--- src/rtl/gpb_pkg.sv ---
package gpb_pkg;

    typedef struct packed {
        logic [31:0] outv;
        logic [31:0] dir;
        logic [31:0] oen;
    } gpb_state_t;

    typedef struct packed {
        logic lo;
        logic hi;
        logic lvl;
        logic dir;
        logic oen;
    } gpb_sel_t;

    // protect flags live in [31:16], new values in [15:0]
    function automatic logic [15:0] merge_half(input logic [15:0] old_v,
                                               input logic [31:0] word);
        return (old_v & word[31:16]) | (word[15:0] & ~word[31:16]);
    endfunction

endpackage

--- src/rtl/gpb_sync.sv ---
module gpb_sync #(
    parameter int W = 32
) (
    input  logic         clk,
    input  logic         rst_n,
    input  logic [W-1:0] async_i,
    output logic [W-1:0] sync_o
);
    logic [W-1:0] stage1_q, stage2_q;

    always_ff @(posedge clk or negedge rst_n) begin
        if (!rst_n) begin
            stage1_q <= '0;
            stage2_q <= '0;
        end else begin
            stage1_q <= async_i;
            stage2_q <= stage1_q;
        end
    end

    assign sync_o = stage2_q;
endmodule

--- src/rtl/gpb_decode.sv ---
module gpb_decode
    import gpb_pkg::*;
#(
    parameter int BANK   = 0,
    parameter int ADDR_W = 12
) (
    input  logic [ADDR_W-1:0] addr,
    output gpb_sel_t          sel
);
    localparam logic [ADDR_W-1:0] OFF_LO  = ADDR_W'(8 * BANK);
    localparam logic [ADDR_W-1:0] OFF_HI  = ADDR_W'(8 * BANK + 4);
    localparam logic [ADDR_W-1:0] OFF_LVL = ADDR_W'(32'h060 + 4 * BANK);
    localparam logic [ADDR_W-1:0] OFF_DIR = ADDR_W'(32'h204 + 32'h40 * BANK);
    localparam logic [ADDR_W-1:0] OFF_OEN = ADDR_W'(32'h208 + 32'h40 * BANK);

    always_comb begin
        sel     = '0;
        sel.lo  = (addr == OFF_LO);
        sel.hi  = (addr == OFF_HI);
        sel.lvl = (addr == OFF_LVL);
        sel.dir = (addr == OFF_DIR);
        sel.oen = (addr == OFF_OEN);
    end
endmodule

--- src/rtl/gpb_drive.sv ---
module gpb_drive #(
    parameter int NPINS = 32
) (
    input  logic [NPINS-1:0] outv,
    input  logic [NPINS-1:0] dir,
    input  logic [NPINS-1:0] oen,
    output logic [NPINS-1:0] pin_o,
    output logic [NPINS-1:0] pin_oe
);
    for (genvar g = 0; g < NPINS; g++) begin : g_pin
        assign pin_o[g]  = outv[g];
        assign pin_oe[g] = dir[g] & oen[g];
    end
endmodule

--- src/rtl/mask_gpio_bank.sv ---
module mask_gpio_bank
    import gpb_pkg::*;
#(
    parameter int NPINS  = 32,
    parameter int BANK   = 0,
    parameter int ADDR_W = 12
) (
    input  logic              clk,
    input  logic              rst_n,
    input  logic              wr_en,
    input  logic [ADDR_W-1:0] addr,
    input  logic [31:0]       wdata,
    output logic [31:0]       rdata,
    input  logic [NPINS-1:0]  pin_i,
    output logic [NPINS-1:0]  pin_o,
    output logic [NPINS-1:0]  pin_oe
);
    localparam logic [31:0] PIN_MASK = 32'((64'd1 << NPINS) - 64'd1);

    gpb_sel_t          sel;
    gpb_state_t        st_d, st_q;
    logic [NPINS-1:0]  lvl_sync;
    logic [31:0]       lvl_wide;

    gpb_decode #(.BANK(BANK), .ADDR_W(ADDR_W)) u_dec (
        .addr (addr),
        .sel  (sel)
    );

    gpb_sync #(.W(NPINS)) u_sync (
        .clk     (clk),
        .rst_n   (rst_n),
        .async_i (pin_i),
        .sync_o  (lvl_sync)
    );

    always_comb begin
        st_d = st_q;
        if (wr_en) begin
            if (sel.lo)  st_d.outv[15:0]  = merge_half(st_q.outv[15:0], wdata);
            if (sel.hi)  st_d.outv[31:16] = merge_half(st_q.outv[31:16], wdata);
            if (sel.dir) st_d.dir = wdata;
            if (sel.oen) st_d.oen = wdata;
        end
        st_d.outv = st_d.outv & PIN_MASK;
        st_d.dir  = st_d.dir  & PIN_MASK;
        st_d.oen  = st_d.oen  & PIN_MASK;
    end

    always_ff @(posedge clk or negedge rst_n) begin
        if (!rst_n) st_q <= '0;
        else        st_q <= st_d;
    end

    always_comb begin
        lvl_wide              = '0;
        lvl_wide[NPINS-1:0]   = lvl_sync;
        rdata                 = '0;
        if (sel.lvl)      rdata = lvl_wide;
        else if (sel.dir) rdata = st_q.dir;
        else if (sel.oen) rdata = st_q.oen;
    end

    gpb_drive #(.NPINS(NPINS)) u_drv (
        .outv   (st_q.outv[NPINS-1:0]),
        .dir    (st_q.dir[NPINS-1:0]),
        .oen    (st_q.oen[NPINS-1:0]),
        .pin_o  (pin_o),
        .pin_oe (pin_oe)
    );


    lo_keeps_high_chk: assert property (@(posedge clk) disable iff (!rst_n)
        (wr_en && sel.lo) |=> $stable(st_q.outv[31:16]));


    hi_keeps_low_chk: assert property (@(posedge clk) disable iff (!rst_n)
        (wr_en && sel.hi) |=> $stable(st_q.outv[15:0]));


    full_protect_chk: assert property (@(posedge clk) disable iff (!rst_n)
        (wr_en && sel.lo && wdata[31:16] == 16'hFFFF) |=> $stable(st_q.outv));


    dir_store_chk: assert property (@(posedge clk) disable iff (!rst_n)
        (wr_en && sel.dir) |=> (st_q.dir == ($past(wdata) & PIN_MASK)));


    idle_hold_chk: assert property (@(posedge clk) disable iff (!rst_n)
        !wr_en |=> $stable(st_q));
endmodule

--- config.mk ---
export PLATFORM = sky130hd
export DESIGN_NAME = mask_gpio_bank
export DESIGN_NICKNAME = d
export VERILOG_FILES = /design/src/rtl/gpb_pkg.sv /design/src/rtl/gpb_sync.sv /design/src/rtl/gpb_decode.sv /design/src/rtl/gpb_drive.sv /design/src/rtl/mask_gpio_bank.sv
export SDC_FILE = /design/constraint.sdc
export NUM_CORES = 1
export LEC_CHECK = 0
export ABC_AREA = 1
export BUFFER_PORTS_ARGS = -buffer_cell sky130_fd_sc_hd__buf_4
export CAP_MARGIN = 40
export CORE_ASPECT_RATIO = 1.25
export CORE_MARGIN = 1
export CORE_UTILIZATION = 40
export CTS_CLUSTER_DIAMETER = 30
export DETAILED_ROUTE_END_ITERATION = 16
export PLACE_DENSITY = 0.62
export SLEW_MARGIN = 25
export SYNTH_ARGS = -nofsm -noshare
export SYNTH_HDL_FRONTEND = slang
export SYNTH_HIERARCHICAL = 1
export SYNTH_SLANG_ARGS = --single-unit
--- constraint.sdc ---
create_clock -name clk -period 3.6 [get_ports clk]
set_clock_uncertainty 0.1 [all_clocks]
set_input_delay 0.54 -clock clk [delete_from_list [all_inputs] [get_ports clk]]
set_output_delay 0.54 -clock clk [all_outputs]
set_load 0.01 [all_outputs]
==> impl_metrics.env <==
export IMPL_status="finished, final reports clean"
export IMPL_max_freq_ghz=0.3801
export IMPL_drive_above_1_share_pct=24.38
export IMPL_area_growth_pct=27.98
export IMPL_antenna_left=0
export IMPL_top_layer_used="met4"
export IMPL_timing_worst_setup_path_type="in2out"
export IMPL_clkPwrFrac_pct=47.4
export IMPL_rsz0062_at_grt="false"
export IMPL_arrival_ns=1.99
export IMPL_p_sw_share_pct=22.42
export IMPL_placed_cell_area_um2=8119
export IMPL_finalSetupTns_ns=0
export IMPL_synth_seq_cells=160
export IMPL_dr_first_iter_drc_count=338
export IMPL_min_period_ns=2.631
export IMPL_setup_violations=0
export IMPL_seq_area_frac_synth_pct=58.76
export IMPL_syn_inst=813
export IMPL_port_buffers=174
export IMPL_met2_length_um=8697
export IMPL_met1_length_um=7548
export IMPL_clkSinkCount=160
export IMPL_critPathCaptureType="output pin"
export IMPL_required_ns=2.96
export IMPL_die_w_um=118.7
export IMPL_hp_start="pin_i[28]"
export IMPL_syn_area_um2=6814
export IMPL_row_count=53
export IMPL_crit_path_start_kind="primary input"
export IMPL_grt_pass1_wl_um=27870
export IMPL_yosysWarnings=6
export IMPL_coreArea_um2=16710
export IMPL_start_util_pct=40.78
export IMPL_synth_top_cell_by_area="dfrtp_1"
export IMPL_grt_pass1_vias=5347
export IMPL_irDropWorstVdd_uv=282.1
export IMPL_maxSlewViolCount=0
export IMPL_cts_setup_buffers=0
export IMPL_grt_max_degree=85
export IMPL_cts_buffers=17
export IMPL_min_path_type="in2reg"
export IMPL_dr_wl_met3_um=781
export IMPL_synth_distinct_cells=17
export IMPL_n_antenna_cell=0
export IMPL_synth_fp_nets=892
export IMPL_pin_count=175
export IMPL_h_tree_depth=4
export IMPL_gp_congestion=0.7887
export IMPL_intPower_mw=2.956
export IMPL_cts_root_buf="clkbuf_16"
export IMPL_final_cell_mix="nand2_1 (234), buf_4 (179), dfrtp_1 (160)"
export IMPL_route_detailed_wl_per_inst_um=14.79
export IMPL_cts_resized=0
export IMPL_clk_latency_ns=0.42
export IMPL_multi_input_area_um2=2125
export IMPL_num_vias=5516
export IMPL_seq_area_um2=4004
export IMPL_final_hold_violation_count=0
export IMPL_whs_endpoint="u_sync/stage1_q[28]"
export IMPL_cts_tree="built"
export IMPL_timing_rr_start="st_q[6]"
export IMPL_final_util_pct=52.19
export IMPL_antenna_found_initial=0
export IMPL_avgViaCountPerCell=4.659
export IMPL_die_area_um2=17560
export IMPL_path_max_fanout=33
export IMPL_final_area_um2=8721
export IMPL_r2r_setup_slack_ns=2.77
export IMPL_path_clk_slew_ns=0.07
export IMPL_dp_hpwl_um=12110
export IMPL_die_h_um=147.9
export IMPL_p_switching_mw=0.8540
export IMPL_pwr_share_comb_pct=4.1
export IMPL_wirelength_um=17520
export IMPL_drc=0
export IMPL_synthTopCellsByArea="dfrtp_1 (59%), nand2_1 (13%), nor2_1 (7.4%)"
export IMPL_pwr_share_seq_pct=48.6
export IMPL_final_common_cell="nand2_1"
export IMPL_worst_slew_pin_slew_ns=0.6046
export IMPL_r2r_end="st_q[6]"
export IMPL_fillers=1618
export IMPL_p_per_area_nw_per_um2=436.9
export IMPL_clockBufferDepth=2
export IMPL_nets=1030
export IMPL_synth_top_cell_area_share_pct=58.76
export IMPL_fin_crit_sh_pct=73.08
export IMPL_reg2reg_depth=2
export IMPL_pre_cts_ws_ns=0.9480
export IMPL_grt_overflow=0
export IMPL_relSlewSlack_pct=59.69
export IMPL_finalWorstSetupSlack_ns=0.9693
export IMPL_avgSynthCellArea_um2=8.381
export IMPL_min_path_cells=1
export IMPL_first_pass_iters=5
export IMPL_cap_violations=0
export IMPL_power_leakage_nw=4.978
export IMPL_grt_use_total_pct=20.87
power by group through the flow:
stage               Combinational [mW]  Clock (mW)  Sequential (mW)
floorplan                       0.0265           0             1.88
global placement                 0.158           0             1.88
detailed placement               0.158           0             1.88
CTS                              0.159        1.84             1.85
global route                     0.175        1.92             1.85
finish                           0.156        1.80             1.85
metrics by stage:
step	power, mW	instances	hold WS [ns]
floorplan	1.907	813	0.1444
global route	3.943	1184	0.09782
detailed placement	2.042	1151	0.2347
finish	3.810	1184	0.1214
CTS	3.847	1184	0.1046
global placement	2.041	1151	0.2315
worst max-delay path: stages:
cell and delay [ns]:
buf_4 0.11, inv_1 0.06, nand4_1 0.23, nor2_4 0.16
buf_4 0.38, nand2_1 0.09, nor2_1 0.10, nor2_1 0.07
nor2_1 0.11, buf_4 0.14
final cells by class:
type	instances	share of cell area, %
flip-flops and latches	160	45.91
multi-input cells	508	24.36
repair buffers	184	16.34
clock buffers	18	5.036
inverters	80	3.443
well taps	220	3.156
clock inverters	14	1.750
repair_timing:
| item | in CTS | in global routing |
|---|---|---|
| hold buffers | 1 | 0 |
| setup endpoints to repair | 0 | 0 |
| endpoints found under the hold margin | 48 | 0 |
cell families after synthesis:
family	synth area share (%)
flops	58.76
buf+inv	10.28
compound gates	7.051
simple gates	23.91
metal layers:
| layer | GRT usage, % | vias up |
|---|---|---|
| met5 | 0 | - |
| met4 | 9.114 | 0 |
| li1 | - | 2725 |
| met1 | 26.33 | 2611 |
| met3 | 4.707 | 29 |
| met2 | 34.39 | 151 |
worst max-delay path by stage:
stage,to,startpoint,cells after the start
2_1_floorplan,rdata[22],addr[1],11
3_3_place_gp,rdata[31],addr[10],10
3_5_place_dp,rdata[31],addr[10],10
4_1_cts,rdata[31],addr[10],10
5_1_grt,rdata[16],addr[10],10
6_report,rdata[31],addr[10],10
Yosys cell counts, drive strengths merged:
| master | count |
|---|---|
| clkbuf | 17 |
| nand3 | 32 |
| nor2 | 138 |
| buf | 48 |
| inv | 80 |
| nand2 | 240 |
| dfrtp | 160 |
| o21ai | 96 |
| nand4 | 2 |
Note: power is estimated with default switching activity, not from simulation.
